--- src/rtl/rob_pkg.sv ---
`timescale 1ns/1ps
package rob_pkg;
    typedef enum logic [1:0] {
        KIND_REG    = 2'd0,
        KIND_STORE  = 2'd1,
        KIND_BRANCH = 2'd2
    } rob_kind_e;
endpackage

--- src/rtl/rob_ptrs.sv ---
`timescale 1ns/1ps
// Head/tail pointers carrying one extra lap bit.
module rob_ptrs #(
    parameter int DEPTH = 8,
    localparam int IDX_W = $clog2(DEPTH),
    localparam int PTR_W = IDX_W + 1
) (
    input  logic             clk,
    input  logic             rst_n,
    input  logic             push,
    input  logic             pop,
    input  logic             flush_all,
    input  logic             flush_valid,
    input  logic [IDX_W-1:0] flush_idx,
    output logic [IDX_W-1:0] head_idx,
    output logic [IDX_W-1:0] tail_idx,
    output logic [PTR_W-1:0] count,
    output logic             empty,
    output logic             full
);
    typedef struct packed {
        logic [PTR_W-1:0] head;
        logic [PTR_W-1:0] tail;
    } ptr_state_t;

    ptr_state_t st_d, st_q;
    logic [IDX_W-1:0] keep_dist;

    assign head_idx = st_q.head[IDX_W-1:0];
    assign tail_idx = st_q.tail[IDX_W-1:0];
    assign count    = st_q.tail - st_q.head;
    assign empty    = (count == '0);
    assign full     = (count == PTR_W'(DEPTH));

    always_comb begin
        st_d      = st_q;
        keep_dist = flush_idx - st_q.head[IDX_W-1:0];
        if (pop) begin
            st_d.head = st_q.head + PTR_W'(1);
        end
        if (flush_all) begin
            st_d.tail = st_q.head + PTR_W'(1);
        end else if (flush_valid) begin
            st_d.tail = st_q.head + PTR_W'(keep_dist) + PTR_W'(1);
        end else if (push) begin
            st_d.tail = st_q.tail + PTR_W'(1);
        end
    end

    always_ff @(posedge clk) begin
        if (!rst_n) begin
            st_q <= '0;
        end else begin
            st_q <= st_d;
        end
    end

    AST_NO_OVERFLOW: assert property (@(posedge clk) disable iff (!rst_n)
        count <= PTR_W'(DEPTH));

    AST_FLUSH_NO_GROW: assert property (@(posedge clk) disable iff (!rst_n)
        (flush_valid && !flush_all) |=> (count <= $past(count)));
endmodule

--- src/rtl/rob_store.sv ---
`timescale 1ns/1ps
// Entry storage: kind, destination, value, ready and fault per slot.
module rob_store #(
    parameter int DEPTH  = 8,
    parameter int DEST_W = 32,
    parameter int DATA_W = 32,
    localparam int IDX_W = $clog2(DEPTH)
) (
    input  logic                           clk,
    input  logic                           rst_n,
    input  logic                           alloc,
    input  logic [IDX_W-1:0]               alloc_idx,
    input  logic [1:0]                     alloc_kind,
    input  logic [DEST_W-1:0]              alloc_dest,
    input  logic                           wr_valid,
    input  logic [IDX_W-1:0]               wr_idx,
    input  logic [DATA_W-1:0]              wr_value,
    input  logic                           wr_exc,
    output logic [DEPTH-1:0][1:0]          kind_o,
    output logic [DEPTH-1:0][DEST_W-1:0]   dest_o,
    output logic [DEPTH-1:0][DATA_W-1:0]   value_o,
    output logic [DEPTH-1:0]               ready_o,
    output logic [DEPTH-1:0]               exc_o
);
    typedef struct packed {
        logic [1:0]        kind;
        logic [DEST_W-1:0] dest;
        logic [DATA_W-1:0] value;
        logic              ready;
        logic              exc;
    } entry_t;

    entry_t [DEPTH-1:0] ent_d, ent_q;

    always_comb begin
        ent_d = ent_q;
        if (wr_valid) begin
            ent_d[wr_idx].value = wr_value;
            ent_d[wr_idx].ready = 1'b1;
            ent_d[wr_idx].exc   = wr_exc;
        end
        if (alloc) begin
            ent_d[alloc_idx].kind  = alloc_kind;
            ent_d[alloc_idx].dest  = alloc_dest;
            ent_d[alloc_idx].value = '0;
            ent_d[alloc_idx].ready = 1'b0;
            ent_d[alloc_idx].exc   = 1'b0;
        end
    end

    always_ff @(posedge clk) begin
        if (!rst_n) begin
            ent_q <= '0;
        end else begin
            ent_q <= ent_d;
        end
    end

    for (genvar g = 0; g < DEPTH; g++) begin : g_out
        assign kind_o[g]  = ent_q[g].kind;
        assign dest_o[g]  = ent_q[g].dest;
        assign value_o[g] = ent_q[g].value;
        assign ready_o[g] = ent_q[g].ready;
        assign exc_o[g]   = ent_q[g].exc;

        AST_READY_STICKY: assert property (@(posedge clk) disable iff (!rst_n)
            (ready_o[g] && !(alloc && alloc_idx == IDX_W'(g))) |=> ready_o[g]);
    end
endmodule

--- src/rtl/rob_lookup.sv ---
`timescale 1ns/1ps
// One operand lookup: youngest live register producer, by age scan from head.
module rob_lookup #(
    parameter int DEPTH  = 8,
    parameter int DATA_W = 32,
    parameter int REG_W  = 5,
    localparam int IDX_W = $clog2(DEPTH),
    localparam int PTR_W = IDX_W + 1
) (
    input  logic [IDX_W-1:0]             head_idx,
    input  logic [PTR_W-1:0]             count,
    input  logic [DEPTH-1:0][1:0]        kinds,
    input  logic [DEPTH-1:0][REG_W-1:0]  regs,
    input  logic [DEPTH-1:0][DATA_W-1:0] values,
    input  logic [DEPTH-1:0]             readies,
    input  logic [REG_W-1:0]             reg_num,
    output logic                         busy,
    output logic [IDX_W-1:0]             tag,
    output logic                         ready,
    output logic [DATA_W-1:0]            value
);
    import rob_pkg::*;

    logic [IDX_W-1:0] slot;

    always_comb begin
        busy  = 1'b0;
        tag   = '0;
        ready = 1'b0;
        value = '0;
        slot  = '0;
        for (int i = 0; i < DEPTH; i++) begin
            slot = head_idx + IDX_W'(i);
            if ((PTR_W'(i) < count) && (kinds[slot] == KIND_REG) &&
                (regs[slot] == reg_num)) begin
                busy  = 1'b1;
                tag   = slot;
                ready = readies[slot];
                value = values[slot];
            end
        end
    end
endmodule

--- src/rtl/rob_top.sv ---
`timescale 1ns/1ps
module rob_top #(
    parameter int DEPTH  = 8,
    parameter int DATA_W = 32,
    parameter int DEST_W = 32,
    parameter int REG_W  = 5,
    parameter int NUM_RD = 2,
    localparam int IDX_W = $clog2(DEPTH),
    localparam int PTR_W = IDX_W + 1
) (
    input  logic                     clk,
    input  logic                     rst_n,
    input  logic                     disp_valid,
    input  logic [1:0]               disp_kind,
    input  logic [DEST_W-1:0]        disp_dest,
    output logic [IDX_W-1:0]         disp_tag,
    output logic                     full,
    input  logic                     res_valid,
    input  logic [IDX_W-1:0]         res_tag,
    input  logic [DATA_W-1:0]        res_value,
    input  logic                     res_exc,
    input  logic                     flush_valid,
    input  logic [IDX_W-1:0]         flush_tag,
    input  logic [NUM_RD*REG_W-1:0]  lk_reg,
    output logic [NUM_RD-1:0]        lk_busy,
    output logic [NUM_RD*IDX_W-1:0]  lk_tag,
    output logic [NUM_RD-1:0]        lk_ready,
    output logic [NUM_RD*DATA_W-1:0] lk_value,
    output logic                     rf_we,
    output logic [REG_W-1:0]         rf_addr,
    output logic [DATA_W-1:0]        rf_data,
    output logic                     st_en,
    output logic [DEST_W-1:0]        st_addr,
    output logic [DATA_W-1:0]        st_data,
    output logic                     exc_raise,
    output logic [IDX_W-1:0]         exc_tag
);
    import rob_pkg::*;

    logic [IDX_W-1:0]             head_idx;
    logic [IDX_W-1:0]             tail_idx;
    logic [PTR_W-1:0]             count;
    logic                         empty;
    logic                         push;
    logic                         pop;
    logic                         head_ok;
    logic                         head_clean;
    logic [DEPTH-1:0][1:0]        kinds;
    logic [DEPTH-1:0][DEST_W-1:0] dests;
    logic [DEPTH-1:0][REG_W-1:0]  reg_fields;
    logic [DEPTH-1:0][DATA_W-1:0] values;
    logic [DEPTH-1:0]             readies;
    logic [DEPTH-1:0]             excs;

    // Retirement decision at the head
    always_comb begin
        head_ok    = !empty && readies[head_idx];
        head_clean = head_ok && !excs[head_idx];
        exc_raise  = head_ok && excs[head_idx];
        exc_tag    = head_idx;
        rf_we      = head_clean && (kinds[head_idx] == KIND_REG);
        rf_addr    = reg_fields[head_idx];
        rf_data    = values[head_idx];
        st_en      = head_clean && (kinds[head_idx] == KIND_STORE);
        st_addr    = dests[head_idx];
        st_data    = values[head_idx];
        pop        = head_ok;
        push       = disp_valid && !full && !flush_valid && !exc_raise;
    end

    assign disp_tag = tail_idx;

    rob_ptrs #(.DEPTH(DEPTH)) u_ptrs (
        .clk         (clk),
        .rst_n       (rst_n),
        .push        (push),
        .pop         (pop),
        .flush_all   (exc_raise),
        .flush_valid (flush_valid),
        .flush_idx   (flush_tag),
        .head_idx    (head_idx),
        .tail_idx    (tail_idx),
        .count       (count),
        .empty       (empty),
        .full        (full)
    );

    rob_store #(.DEPTH(DEPTH), .DEST_W(DEST_W), .DATA_W(DATA_W)) u_store (
        .clk        (clk),
        .rst_n      (rst_n),
        .alloc      (push),
        .alloc_idx  (tail_idx),
        .alloc_kind (disp_kind),
        .alloc_dest (disp_dest),
        .wr_valid   (res_valid),
        .wr_idx     (res_tag),
        .wr_value   (res_value),
        .wr_exc     (res_exc),
        .kind_o     (kinds),
        .dest_o     (dests),
        .value_o    (values),
        .ready_o    (readies),
        .exc_o      (excs)
    );

    for (genvar e = 0; e < DEPTH; e++) begin : g_regf
        assign reg_fields[e] = dests[e][REG_W-1:0];
    end

    for (genvar p = 0; p < NUM_RD; p++) begin : g_lk
        rob_lookup #(.DEPTH(DEPTH), .DATA_W(DATA_W), .REG_W(REG_W)) u_lk (
            .head_idx (head_idx),
            .count    (count),
            .kinds    (kinds),
            .regs     (reg_fields),
            .values   (values),
            .readies  (readies),
            .reg_num  (lk_reg[p*REG_W +: REG_W]),
            .busy     (lk_busy[p]),
            .tag      (lk_tag[p*IDX_W +: IDX_W]),
            .ready    (lk_ready[p]),
            .value    (lk_value[p*DATA_W +: DATA_W])
        );
    end

    AST_ONE_RETIRE_ACTION: assert property (@(posedge clk) disable iff (!rst_n)
        $onehot0({rf_we, st_en, exc_raise}));

    AST_FULL_STALLS: assert property (@(posedge clk) disable iff (!rst_n)
        (full && disp_valid && !flush_valid && !exc_raise) |=> (disp_tag == $past(disp_tag)));

    AST_EXC_EMPTIES: assert property (@(posedge clk) disable iff (!rst_n)
        exc_raise |=> (!rf_we && !st_en && !exc_raise && !full));

    AST_FLUSH_BLOCKS_DISPATCH: assert property (@(posedge clk) disable iff (!rst_n)
        (flush_valid && !exc_raise) |=> (disp_tag == $past(flush_tag) + IDX_W'(1)));
endmodule

--- config.mk ---
export PLATFORM = sky130hd
export DESIGN_NAME = rob_top
export DESIGN_NICKNAME = d
export VERILOG_FILES = /design/src/rtl/rob_pkg.sv /design/src/rtl/rob_ptrs.sv /design/src/rtl/rob_store.sv /design/src/rtl/rob_lookup.sv /design/src/rtl/rob_top.sv
export SDC_FILE = /design/constraint.sdc
export NUM_CORES = 2
export LEC_CHECK = 0
export ABC_AREA = 1
export BUFFER_PORTS_ARGS = -buffer_cell sky130_fd_sc_hd__buf_2
export CORE_MARGIN = 2
export CORE_UTILIZATION = 47
export CTS_BUF_LIST = sky130_fd_sc_hd__clkbuf_8
export CTS_CLUSTER_SIZE = 20
export DETAILED_ROUTE_END_ITERATION = 16
export PLACE_DENSITY = 0.68
export SLEW_MARGIN = 20
export SYNTH_ARGS = -nofsm -noshare
export SYNTH_HDL_FRONTEND = slang
export SYNTH_SLANG_ARGS = --single-unit
--- constraint.sdc ---
create_clock -name clk -period 4.95 [get_ports clk]
set_input_delay 0.7425 -clock clk [delete_from_list [all_inputs] [get_ports clk]]
set_output_delay 0.7425 -clock clk [all_outputs]
set_load 0.01 [all_outputs]
==> impl_metrics.toml <==
[setup_path]
r2r-start = "u_ptrs.head_idx[1]$_SDFFE_PN0P_"
required_ps = 4210
critPathKind = "reg -> out"
crit_buf_inv = 5
cp-start-kind = "register"
crit_path_max_fanout = 38
crit_top_cell = "nand2_1"
crit_slowest_cell = "dfxtp_4"
critical-path-max-stage-delay_ps = 430
cp.arrival_ps = 4130
cp_top_family = "simple AND/OR/NAND/NOR gates"
path_cells = "inv_6 -> ha_4 -> buf_4 -> buf_4 -> nand3_1 -> nand2_1 -> o21ai_0 -> or2_1 -> nand4_1 -> nor2_4 -> buf_12 -> nor2_1 -> nand2_1 -> nand2_1 -> nand2_1 -> nand2_1 -> buf_2"
worstSetupStartpoint = "u_ptrs.head_idx[1]$_SDFFE_PN0P_"
end_kind = "output port"

[grt]
grt_pass1_wl_um = 242000
antenna_found_initial = 19
grt_start_max_net_pins = 211
grt_usage = 0.351
grt_pass1_vias = 39600
overflow = 0

[power]
power_density_nw_per_um2 = 315
irDropWorstVdd_mv = 0.206
p_leak_nw = 20.9

[min_path]
worstHoldStart = "res_exc"
hp-class = "in -> reg"

[clocking]
cts_made_buffers = 94
cts_tree = "built"
clock-sinks = 552
clock_latency_ps = 750
clk_path_buf_depth = 3
htree_levels = 3
cts_root_buf = "clkbuf_8"
clk_pin_slew_ps = 60

[floorplanning]
io_pins = 273
start_util = 0.474
die_width_um = 297
die_area_um2 = 88100
std_cell_rows = 107
die_h_um = 297
core-area_um2 = 85000

[yosys]
yosys-top-cells-area = "dfxtp_1, nand2_1, o21ai_0"
ys_types = 44
yosysSeqAreaShare = 0.274
syn_area_per_cell_um2 = 5.81
mappedNetlistArea_um2 = 40300
netlist_top_cells_count = "nand2_1, o21ai_0, inv_1, a21oi_1, dfxtp_1"
synth_edf_count = 0
synthArstFlopShare = 0
ys_dominant_reg_cell = "dfxtp_1"
netlist.area_leader.share = 0.274
yosysMostFrequentCell = "nand2_1"
synth_top_area_cell = "dfxtp_1"
syn_nets = 7037
ys_ff_latch = 552
yosysWarnings = 0
synthCells = 6935

[placement]
dp_hpwl_um = 107000
dpl.cell_count = 7925
gp_congestion = 0.986
port_buffers = 272

[job]
max_cap_viol_count = 0

[finish]
drive_gt1_frac = 0.0966
areaGrowthSynthToFinish_pct = 10.1
fillers = 8664
stdcell_count = 8116
nets = 7001

[sta]
period_minus_slack_ps = 4880
maxSlewHeadroom = 0.307
tightest_slew_ps = 1030
grt_setup_unrepaired = "true"
skew_ps = 42.8
hold_viol = 0
fin_tns_setup_ps = 0
setup_violations = 0
fmax_mhz = 205
slew_viol_final = 0
finalCritPeriodShare = 0.985

[routing]
viasPerCell = 5.66
vias = 46000
dr.first_iter.drc_count = 5995
ant_nets = 0
routed_wl_um = 163000
drc = 0
first_pass_iters = 8
wl_per_cell_um = 20.1

[status]
run_status = "complete, no violations"
## registers in the layout (all words and copies together) (netlist names)
signal and cells:
u_store.dest_o 256, u_store.value_o 256, u_store.kind_o 16, u_store.exc_o 8, u_store.ready_o 8, u_ptrs.head_idx 3
u_ptrs.tail_idx 3, u_ptrs.st_q 2
## final timing paths
kind                                                         to  slack [ps]  cells past startpoint
worst max-delay path                               lk_value[60]          70                     17
worst min-delay path                u_store.exc_o[1]$_SDFF_PN0_         260                      3
worst max register to register  u_store.value_o[108]$_SDFF_PN0_         600                     15
worst min register to register  u_store.dest_o[19]$_SDFFE_PN0P_         440                      2
## report_power, final
part	internal, mW	total (mW)	switching [mW]
clock network	2.12	4.13	2.01
logic	1.42	5.09	3.67
registers	4.64	4.73	0.0975
total	8.18	14.0	5.78
## final cells by class
cell class / instances / area [µm²] / area share
Clock inverter: 45 / 297 / 0.00669
Inverter: 852 / 3240 / 0.0732
Timing Repair Buffer: 437 / 3210 / 0.0724
Multi-Input combinational cell: 4962 / 23500 / 0.530
Antenna cell: 12 / 30.0 / 0.000677
Tap cell: 1144 / 1430 / 0.0323
Sequential cell: 552 / 11100 / 0.250
Clock buffer: 112 / 1540 / 0.0348
## kinds of logic (layout without fill, tap and decap cells)
kind of cell | count (synthesis) | count (layout) | share of synthesized area
adders and majority gates | 14 | 14 | 0.00491
buffers and inverters | 1421 | 1446 | 0.147
AOI/OAI and AO/OA | 1970 | 1970 | 0.267
DFF | 552 | 552 | 0.274
other | 0 | 12 | 0
and+or+nand+nor | 2882 | 2882 | 0.285
xor gates and xnor gates | 37 | 37 | 0.00805
muxes | 59 | 59 | 0.0147
## tightest hold or removal path, delay by kind of cell
family	cells	cell delay, ps
buf+inv	2	140
compound gates	1	90
## metrics by stage
stage / hold slack [ps] / setup slack, ps / power [mW] / util / area (µm²)
global placement: 428 / 544 / 9.51 / 0.493 / 41900
detailed placement: 433 / 499 / 9.57 / 0.493 / 41900
finish: 265 / 74.0 / 14.0 / 0.522 / 44300
CTS: 213 / 13.0 / 13.7 / 0.516 / 43900
floorplan: 420 / 388 / 7.95 / - / 40300
global route: 247 / -14.0 / 14.6 / 0.521 / 44300
## layer usage
layer | vias to the layer above | wire, µm | track usage
met5 | - | 87 | 0
li1 | 22300 | - | -
met4 | 16 | 5640 | 0.123
met1 | 20700 | 70000 | 0.497
met3 | 388 | 21700 | 0.0990
met2 | 2609 | 65500 | 0.505
## cell usage in the layout, fill, tap and decap left out, types with 97 or more instances in the layout
| master | n |
|---|---|
| dfxtp_1 | 548 |
| a211oi_1 | 106 |
| o21ai_1 | 97 |
| o21ai_0 | 986 |
| buf_4 | 114 |
| o211ai_1 | 152 |
| inv_1 | 841 |
| clkbuf_8 | 112 |
| nand3_1 | 320 |
| buf_2 | 271 |
| a21oi_1 | 555 |
| nand2_1 | 2020 |
| nor2_1 | 462 |
## what timing repair did
item                                    4_1_cts  5_1_grt
hold endpoints to repair                      0        0
endpoints found under the setup margin       72       72
resized for setup                            21       58
buffers inserted                              3       13
hold buffers                                  0        0
pin swaps                                     1        5
cloned                                        1        5
Power figures use the tool's default switching activity.
